**src/rtl/gpio_ctl_regs.sv**
```systemverilog
module gpio_ctl_regs #(
  parameter int ADDR_W = 12,
  parameter int DATA_W = 32,
  parameter int REG_W  = 16,
  parameter int NLINES = 16
) (
  input  logic              clk,
  input  logic              rst_n,
  input  logic              wr_en,
  input  logic              rd_en,
  input  logic [ADDR_W-1:0] addr,
  input  logic [DATA_W-1:0] wr_data,
  output logic [DATA_W-1:0] rd_data,
  input  logic [NLINES-1:0] gpio_in,
  output logic [NLINES-1:0] gpio_out
);

  localparam logic [5:0] OFF_MODE = 6'h00;
  localparam logic [5:0] OFF_CDIV = 6'h04;
  localparam logic [5:0] OFF_STAT = 6'h08;
  localparam logic [5:0] OFF_PWR  = 6'h0C;
  localparam logic [5:0] OFF_CCTL = 6'h10;
  localparam logic [5:0] OFF_IREQ = 6'h14;
  localparam logic [5:0] OFF_IMSK = 6'h18;
  localparam logic [5:0] OFF_ISTA = 6'h1C;
  localparam logic [5:0] OFF_DIR  = 6'h20;
  localparam logic [5:0] OFF_LVLW = 6'h24;
  localparam logic [5:0] OFF_LVLR = 6'h28;

  localparam logic [REG_W-1:0] STAT_VAL  = REG_W'(16'h0002);
  localparam logic [REG_W-1:0] PWR_FORCE = REG_W'(16'h8040);

  logic [5:0]       off;
  logic [REG_W-1:0] wd;
  logic [REG_W-1:0] mode_q, cdiv_q, pwr_q, cctl_q, ireq_q, imsk_q, ista_q;
  logic [NLINES-1:0] dir_q, lvl_q, in_q;
  logic [NLINES-1:0] dir_n, lvl_n, in_chg;
  logic             wr_dir, wr_lvl;
  logic [REG_W-1:0] rsel;
  logic             unused_bits;

  assign off         = addr[5:0];
  assign wd          = wr_data[REG_W-1:0];
  assign unused_bits = ^{addr[ADDR_W-1:6], wr_data[DATA_W-1:REG_W]};

  assign wr_dir = wr_en && (off == OFF_DIR);
  assign wr_lvl = wr_en && (off == OFF_LVLW || off == OFF_LVLR);
  assign in_chg = gpio_in ^ in_q;

  always_comb begin
    lvl_n = (lvl_q & ~in_chg) | (gpio_in & in_chg);
    if (wr_lvl) lvl_n = wd[NLINES-1:0] & dir_q;
    dir_n = wr_dir ? wd[NLINES-1:0] : dir_q;
  end

  always_ff @(posedge clk) begin
    if (!rst_n) begin
      mode_q <= '0; cdiv_q <= '0; pwr_q  <= '0; cctl_q <= '0;
      ireq_q <= '0; imsk_q <= '0; ista_q <= '0;
    end else if (wr_en) begin
      case (off)
        OFF_MODE: mode_q <= wd;
        OFF_CDIV: cdiv_q <= wd;
        OFF_PWR:  pwr_q  <= wd | (wd[7] ? PWR_FORCE : '0);
        OFF_CCTL: cctl_q <= wd;
        OFF_IREQ: ireq_q <= wd;
        OFF_IMSK: imsk_q <= wd;
        OFF_ISTA: ista_q <= wd;
        default: ;
      endcase
    end
  end

  always_ff @(posedge clk) begin
    if (!rst_n) begin
      dir_q    <= '0;
      lvl_q    <= '0;
      in_q     <= '0;
      gpio_out <= '0;
    end else begin
      dir_q <= dir_n;
      lvl_q <= lvl_n;
      in_q  <= gpio_in;
      if (wr_dir || wr_lvl) gpio_out <= lvl_n & dir_n;
    end
  end

  always_comb begin
    case (off)
      OFF_MODE: rsel = mode_q;
      OFF_CDIV: rsel = cdiv_q;
      OFF_STAT: rsel = STAT_VAL;
      OFF_PWR:  rsel = pwr_q;
      OFF_CCTL: rsel = cctl_q;
      OFF_IREQ: rsel = ireq_q;
      OFF_IMSK: rsel = imsk_q;
      OFF_ISTA: rsel = ista_q;
      OFF_DIR:  rsel = REG_W'(dir_q);
      OFF_LVLW, OFF_LVLR: rsel = REG_W'(lvl_q);
      default:  rsel = '0;
    endcase
  end

  assign rd_data = rd_en ? DATA_W'(rsel) : '0;

endmodule

```
**config.mk**
```make
export PLATFORM = sky130hd
export DESIGN_NAME = gpio_ctl_regs
export DESIGN_NICKNAME = d
export VERILOG_FILES = /design/src/rtl/gpio_ctl_regs.sv
export SDC_FILE = /design/constraint.sdc
export NUM_CORES = 1
export LEC_CHECK = 0
export ABC_AREA = 1
export CAP_MARGIN = 10
export CORE_ASPECT_RATIO = 0.6
export CORE_MARGIN = 2
export CORE_UTILIZATION = 45
export DETAILED_ROUTE_END_ITERATION = 8
export DONT_BUFFER_PORTS = 1
export GPL_TIMING_DRIVEN = 0
export SYNTH_ARGS = -nofsm -noshare
export SYNTH_HDL_FRONTEND = slang
export SYNTH_SLANG_ARGS = --single-unit
```
**constraint.sdc**
```tcl
create_clock -name clk -period 1.5 [get_ports clk]
set_input_delay 0.225 -clock clk [delete_from_list [all_inputs] [get_ports clk]]
set_output_delay 0.225 -clock clk [all_outputs]
set_load 0.005 [all_outputs]
```
==> results of run 1 <==
[sequential cells by signal (all words and copies together), names as in the netlist]
register and flops:
cdiv_q 16, dir_q 16, mode_q 16, lvl_q 16, in_q 16, ista_q 16, cctl_q 16, gpio_out 16
pwr_q 16, ireq_q 16, imsk_q 16
[Yosys cell counts, drive strengths merged (4+ instances only)]
master    n  area (µm²)
nand2   269        1010
nor2    214         856
dfxtp   176        3520
o21ai   127         636
a21oi    93         469
inv      91         342
nand3    85         430
buf      47         275
clkbuf   38         143
nand4    18         113
and2      4        25.0
maj3      4        40.0
[routing by layer]
layer	vias to the layer above	part of all wire	track usage
met5	-	0.0028	0.0333
li1	3892	-	-
met1	3778	0.48	0.477
met2	466	0.37	0.394
met4	2	0.015	0.0565
met3	34	0.13	0.0855
[path summary, 6_finish.rpt]
kind,slack (ns),from,to
max,-0.10,addr[1],rd_data[1]
min,0.007,wr_data[2],cctl_q[2]$_SDFFE_PN0P_
max reg2reg,0.41,in_q[1]$_SDFF_PN0_,gpio_out[1]$_SDFFE_PN0P_
min reg2reg,0.46,pwr_q[4]$_SDFFE_PN0P_,pwr_q[4]$_SDFFE_PN0P_
[power groups by stage]
stage / Clock (mW) / Sequential [mW] / Combinational [mW]
floorplan: 0 / 4.89 / 0.411
global placement: 0 / 4.91 / 0.589
detailed placement: 0 / 4.91 / 0.595
CTS: 4.38 / 4.80 / 0.733
global route: 4.60 / 4.81 / 0.848
finish: 4.39 / 4.80 / 0.788
[layout make-up]
cell class / instances / area [µm²] / share of cell area
buffer: 85 / 533 / 0.0541
timing repair buffer: 47 / 472 / 0.0479
multi-input combinational: 833 / 4100 / 0.416
sequential: 176 / 3530 / 0.358
clock inverter: 14 / 143 / 0.0145
clock buffer: 18 / 429 / 0.0436
tap: 234 / 293 / 0.0297
antenna: 1 / 2.50 / 0.000254
inverter: 92 / 348 / 0.0353
[cell families after synthesis]
logic type,after synthesis,share of synthesized area
AO/OA/AOI/OAI,222,0.142
other,1,0.000475
AND/OR/NAND/NOR,590,0.309
flip-flops,176,0.447
adder cells (fa/ha/maj),4,0.00508
buffers and inverters,177,0.0968
[timing repair]
item	in CTS	in global routing
endpoints found under the setup margin	48	52
hold buffers	19	0
cloned	5	1
resized for setup	116	68
hold endpoints to repair	28	0
pin swaps	33	37
setup buffers	16	9
==> results.cfg, run 1 <==
[status]
outcome = complete, but fails checks
violations = negative setup slack

[final_layout]
final_core_util = 0.575
fillers = 1670
syn2layout_area_growth_pct = 24.8
stdcell_count = 1500
postLayoutCellArea_um2 = 9850
finalNetCount = 1316
final_layout_size_suffix_gt1_frac = 0.178
mostFrequentLayoutCell = nand2_1
final_cell_mix = nand2_1 (230), nor2_1 (178), dfxtp_1 (173)

[critical_path]
worstPathMaxFanout = 6
end_kind = primary output
startpoint_type = primary input
cp_data_arrival_time_ns = 1.38
path_cells = nor2_4 -> buf_6 -> nand2_4 -> nor2_4 -> buf_6 -> nand2_1 -> nand3_1 -> nor2_2 -> a21oi_2
reg2reg_depth = 6
cpPeakStageDelay_ns = 0.25
required_ns = 1.27
crit_buf_inv = 2
worstSetupPathType = in2out
cp_slowest_cell = nor2_4
path_delay_family = simple AND/OR/NAND/NOR gates
path_depth = 9

[clock_network]
numCtsBuffers = 17
cts_htree_levels = 4
tritoncts = built
clock-sinks = 176
clockRootBuffer = clkbuf_16
max-clock-path-buffers = 2
cts.clk_slew.worst_paths_ns = 0.08
clkLatencyLatePin_ns = 0.44

[route]
drc = 0
drtAntennaViolNets = 0
vias = 8172
drtPass1Iterations = 6
drtIter0Drc = 1043
wirelength_mm = 28.3
via_per_inst = 5.45
wire_per_inst_um = 18.9

[place]
post-place-ws_ns = -0.666
portBuffers = 0
dpl_cell_area_um2 = 8240
dp.cells = 1419
gp_congestion = 0.911
dp_hpwl_mm = 20.2

[grt]
grtUsageTotal = 0.302
grt_pass1_wl_mm = 42.0
overflow = 0
antenna_found_initial = 2
grt_max_degree = 19
grt_pass1_vias = 7141

[sta]
tightest_slew_ns = 0.780
timing.slew.headroom = 0.480
fin_hold_ws_ns = 0.00693
clock_skew_ns = 0.00972
slew_viol_final = 0
finalHoldViolCount = 0
max_freq_mhz = 623
finalCriticalPeriod_ns = 1.60
grt_setup_unrepaired = true
setup_viol = 15
layout_setup_ws_ns = -0.104
timing.final.crit_share = 1.07
final.setup.tns_ns = -1.00

[power]
switching_share = 0.276
p_int_mw = 7.23
clkPwrFrac = 0.440
p_seq_frac = 0.481
p_comb_frac = 0.079
switchingPower_mw = 2.75
power_mw = 9.98
peakVddDrop_mv = 0.826
power_density_nw_per_um2 = 1010
p_leak_nw = 4.42

[synthesis]
ys_seq_elements = 176
syn_area_um2 = 7890
async_flop_share = 0
netlist_instances = 1170
yosys_warnings = 0
yosysUniqueCellTypes = 25
yosysSeqAreaShare = 0.447
syn_avg_cell_area_um2 = 6.74
ys.flop_type = dfxtp_1
synth-edff-count = 0

[floorplanning]
dieArea_um2 = 18600
initial_utilization = 0.460
num_io_pins = 112
rows = 37
die_w_um = 175
die_h_um = 107
core_um2 = 17100

[worst_hold_path]
worstHoldPathType = in2reg
holdPathStages = 2

[flow_run]
max_cap_violations = 0
(Power assumes the default switching activity.)
==> run 2, diff against run 1 <==
CORE_MARGIN = unset   (was 2)
clock period = 1.4 ns   (was 1.5 ns; I/O delays follow)
==> run 2 against run 1 <==
Net effect: the flow still finishes with violations (negative setup slack); first-iteration DRC count down 12%; count of clock-buffer cells in the layout up 2; utilization up 1.2 points; largest power group unchanged; highest routed layer is now met4.
==> results.cfg, run 2 (synthesis gave the netlist of run 1 again) <==
[final_layout]
final_cell_mix = nand2_1 (222), nor2_1 (176), dfxtp_1 (172)
num_antenna_cells = 0
finalNetCount = 1325
postLayoutCellArea_um2 = 10100
syn2layout_area_growth_pct = 27.5
stdcell_count = 1508
mostFrequentLayoutCell = nand2_1
final_layout_size_suffix_gt1_frac = 0.195

[place]
portBuffers = 0
dp.cells = 1419
dpl_cell_area_um2 = 8250
gp_congestion = 0.943
post-place-ws_ns = -0.660
dp_hpwl_mm = 20.0

[route]
wirelength_mm = 28.0
wire_per_inst_um = 18.6
drtIter0Drc = 921
vias = 8123
via_per_inst = 5.39
drc = 0
drtAntennaViolNets = 0
drtPass1Iterations = 8

[worst_hold_path]
min_from = wr_data[7]
min_to = pwr_q[6]$_SDFFE_PN0P_
worstHoldPathType = in2reg
holdPathStages = 2

[grt]
overflow = 0
grt_pass1_wl_mm = 42.2
grtUsageTotal = 0.311
antenna_found_initial = 0
grt_pass1_vias = 7227
grt_max_degree = 17

[power]
power_density_nw_per_um2 = 1090
peakVddDrop_mv = 0.879
p_leak_nw = 4.62
power_mw = 11.0

[critical_path]
required_ns = 1.19
end_kind = primary output
reg2reg_setup_slack_ns = 0.31
reg2reg_depth = 6
cp_data_arrival_time_ns = 1.36
rr_endpoint = gpio_out[1]$_SDFFE_PN0P_
worstSetupPathType = in2out
timing.rr.start = in_q[1]$_SDFF_PN0_
worstPathMaxFanout = 7
startpoint_type = primary input

[sta]
slew_viol_final = 0
grt_setup_unrepaired = true
tightest_slew_ns = 0.763
layout_setup_ws_ns = -0.168
max_freq_mhz = 638
timing.final.crit_share = 1.12
timing.slew.headroom = 0.491
final.setup.tns_ns = -3.66
finalCriticalPeriod_ns = 1.57
setup_viol = 27
clock_skew_ns = 0.00666
finalHoldViolCount = 0

[floorplanning]
die_w_um = 173
core_um2 = 17100
initial_utilization = 0.460
num_io_pins = 112
dieArea_um2 = 18100
rows = 37
die_h_um = 105

[clock_network]
tritoncts = built
cts.clk_slew.worst_paths_ns = 0.07
cts_htree_levels = 4
clock-sinks = 176
clkLatencyLatePin_ns = 0.44
numCtsBuffers = 17
max-clock-path-buffers = 2
clockRootBuffer = clkbuf_16

[status]
outcome = complete, but fails checks
violations = negative setup slack

[flow_run]
max_cap_violations = 0
[run 2: changes by cell type in the layout (fill, tap and decap cells not counted), moves of 4 or more]
cell,previous run,this run
buf_4,35,45
nand2_1,230,222
nand2_4,5,12
buf_2,15,10
clkbuf_1,27,22
clkbuf_2,6,11
buf_6,15,11
buf_8,2,6
clkbuf_4,2,6
inv_1,87,83
o21ai_0,117,113
o21ai_1,10,14
[run 2: per-stage QoR]
step / hold slack (ns) / utilization
2_1_floorplan: 0.303 / -
3_3_place_gp: 0.305 / 0.482
3_5_place_dp: 0.309 / 0.482
4_1_cts: 0.00467 / 0.565
5_1_grt: 0.0242 / 0.587
6_report: 0.0200 / 0.587
[run 2: routing by layer]
layer  GRT usage  routed length, µm
met2       0.411              10800
met4      0.0752                427
met5           0                  0
met1       0.473              13400
met3       0.102               3410
[run 2: critical path, stage by stage]
cell and delay, ns:
nor2_4 0.10, buf_12 0.15, nand2_8 0.07, nor2_4 0.25, buf_6 0.19, nand2_2 0.05
nand4_1 0.14, nor2_4 0.06, nor2_4 0.12
[run 2: worst max path at each step]
stage | start | endpoint | slack (ns) | cells past startpoint
CTS | addr[0] | rd_data[9] | -0.20 | 9
detailed placement | rst_n | cdiv_q[0]$_SDFFE_PN0P_ | -0.66 | 5
global placement | rst_n | cdiv_q[0]$_SDFFE_PN0P_ | -0.70 | 5
global route | addr[1] | rd_data[11] | -0.22 | 10
floorplan | addr[1] | rd_data[11] | 0.00005 | 8
finish | addr[1] | rd_data[9] | -0.17 | 9
[run 2: power breakdown]
group / leakage, nW / total, mW / switching [mW] / internal (mW)
logic: 2.90 / 0.828 / 0.555 / 0.273
registers: 1.43 / 5.14 / 0.0501 / 5.09
clock network: 0.291 / 4.98 / 2.21 / 2.77
total: 4.62 / 11.0 / 2.82 / 8.14
[run 2: cell type report]
cell class / instances / area, µm²
clock inverter: 12 / 146
clock buffer: 20 / 457
inverter: 92 / 359
sequential: 176 / 3530
tap: 234 / 293
fill: 1653 / 7070
multi-input combinational: 832 / 4150
timing repair buffer: 58 / 584
buffer: 84 / 543
[run 2: what timing repair did]
item / in CTS / in global routing
setup endpoints to repair: 52 / 60
hold buffers: 19 / 0
gates cloned: 3 / 1
buffers inserted: 20 / 15
resized for setup: 129 / 85
pin swaps: 40 / 49
hold endpoints to repair: 33 / 0
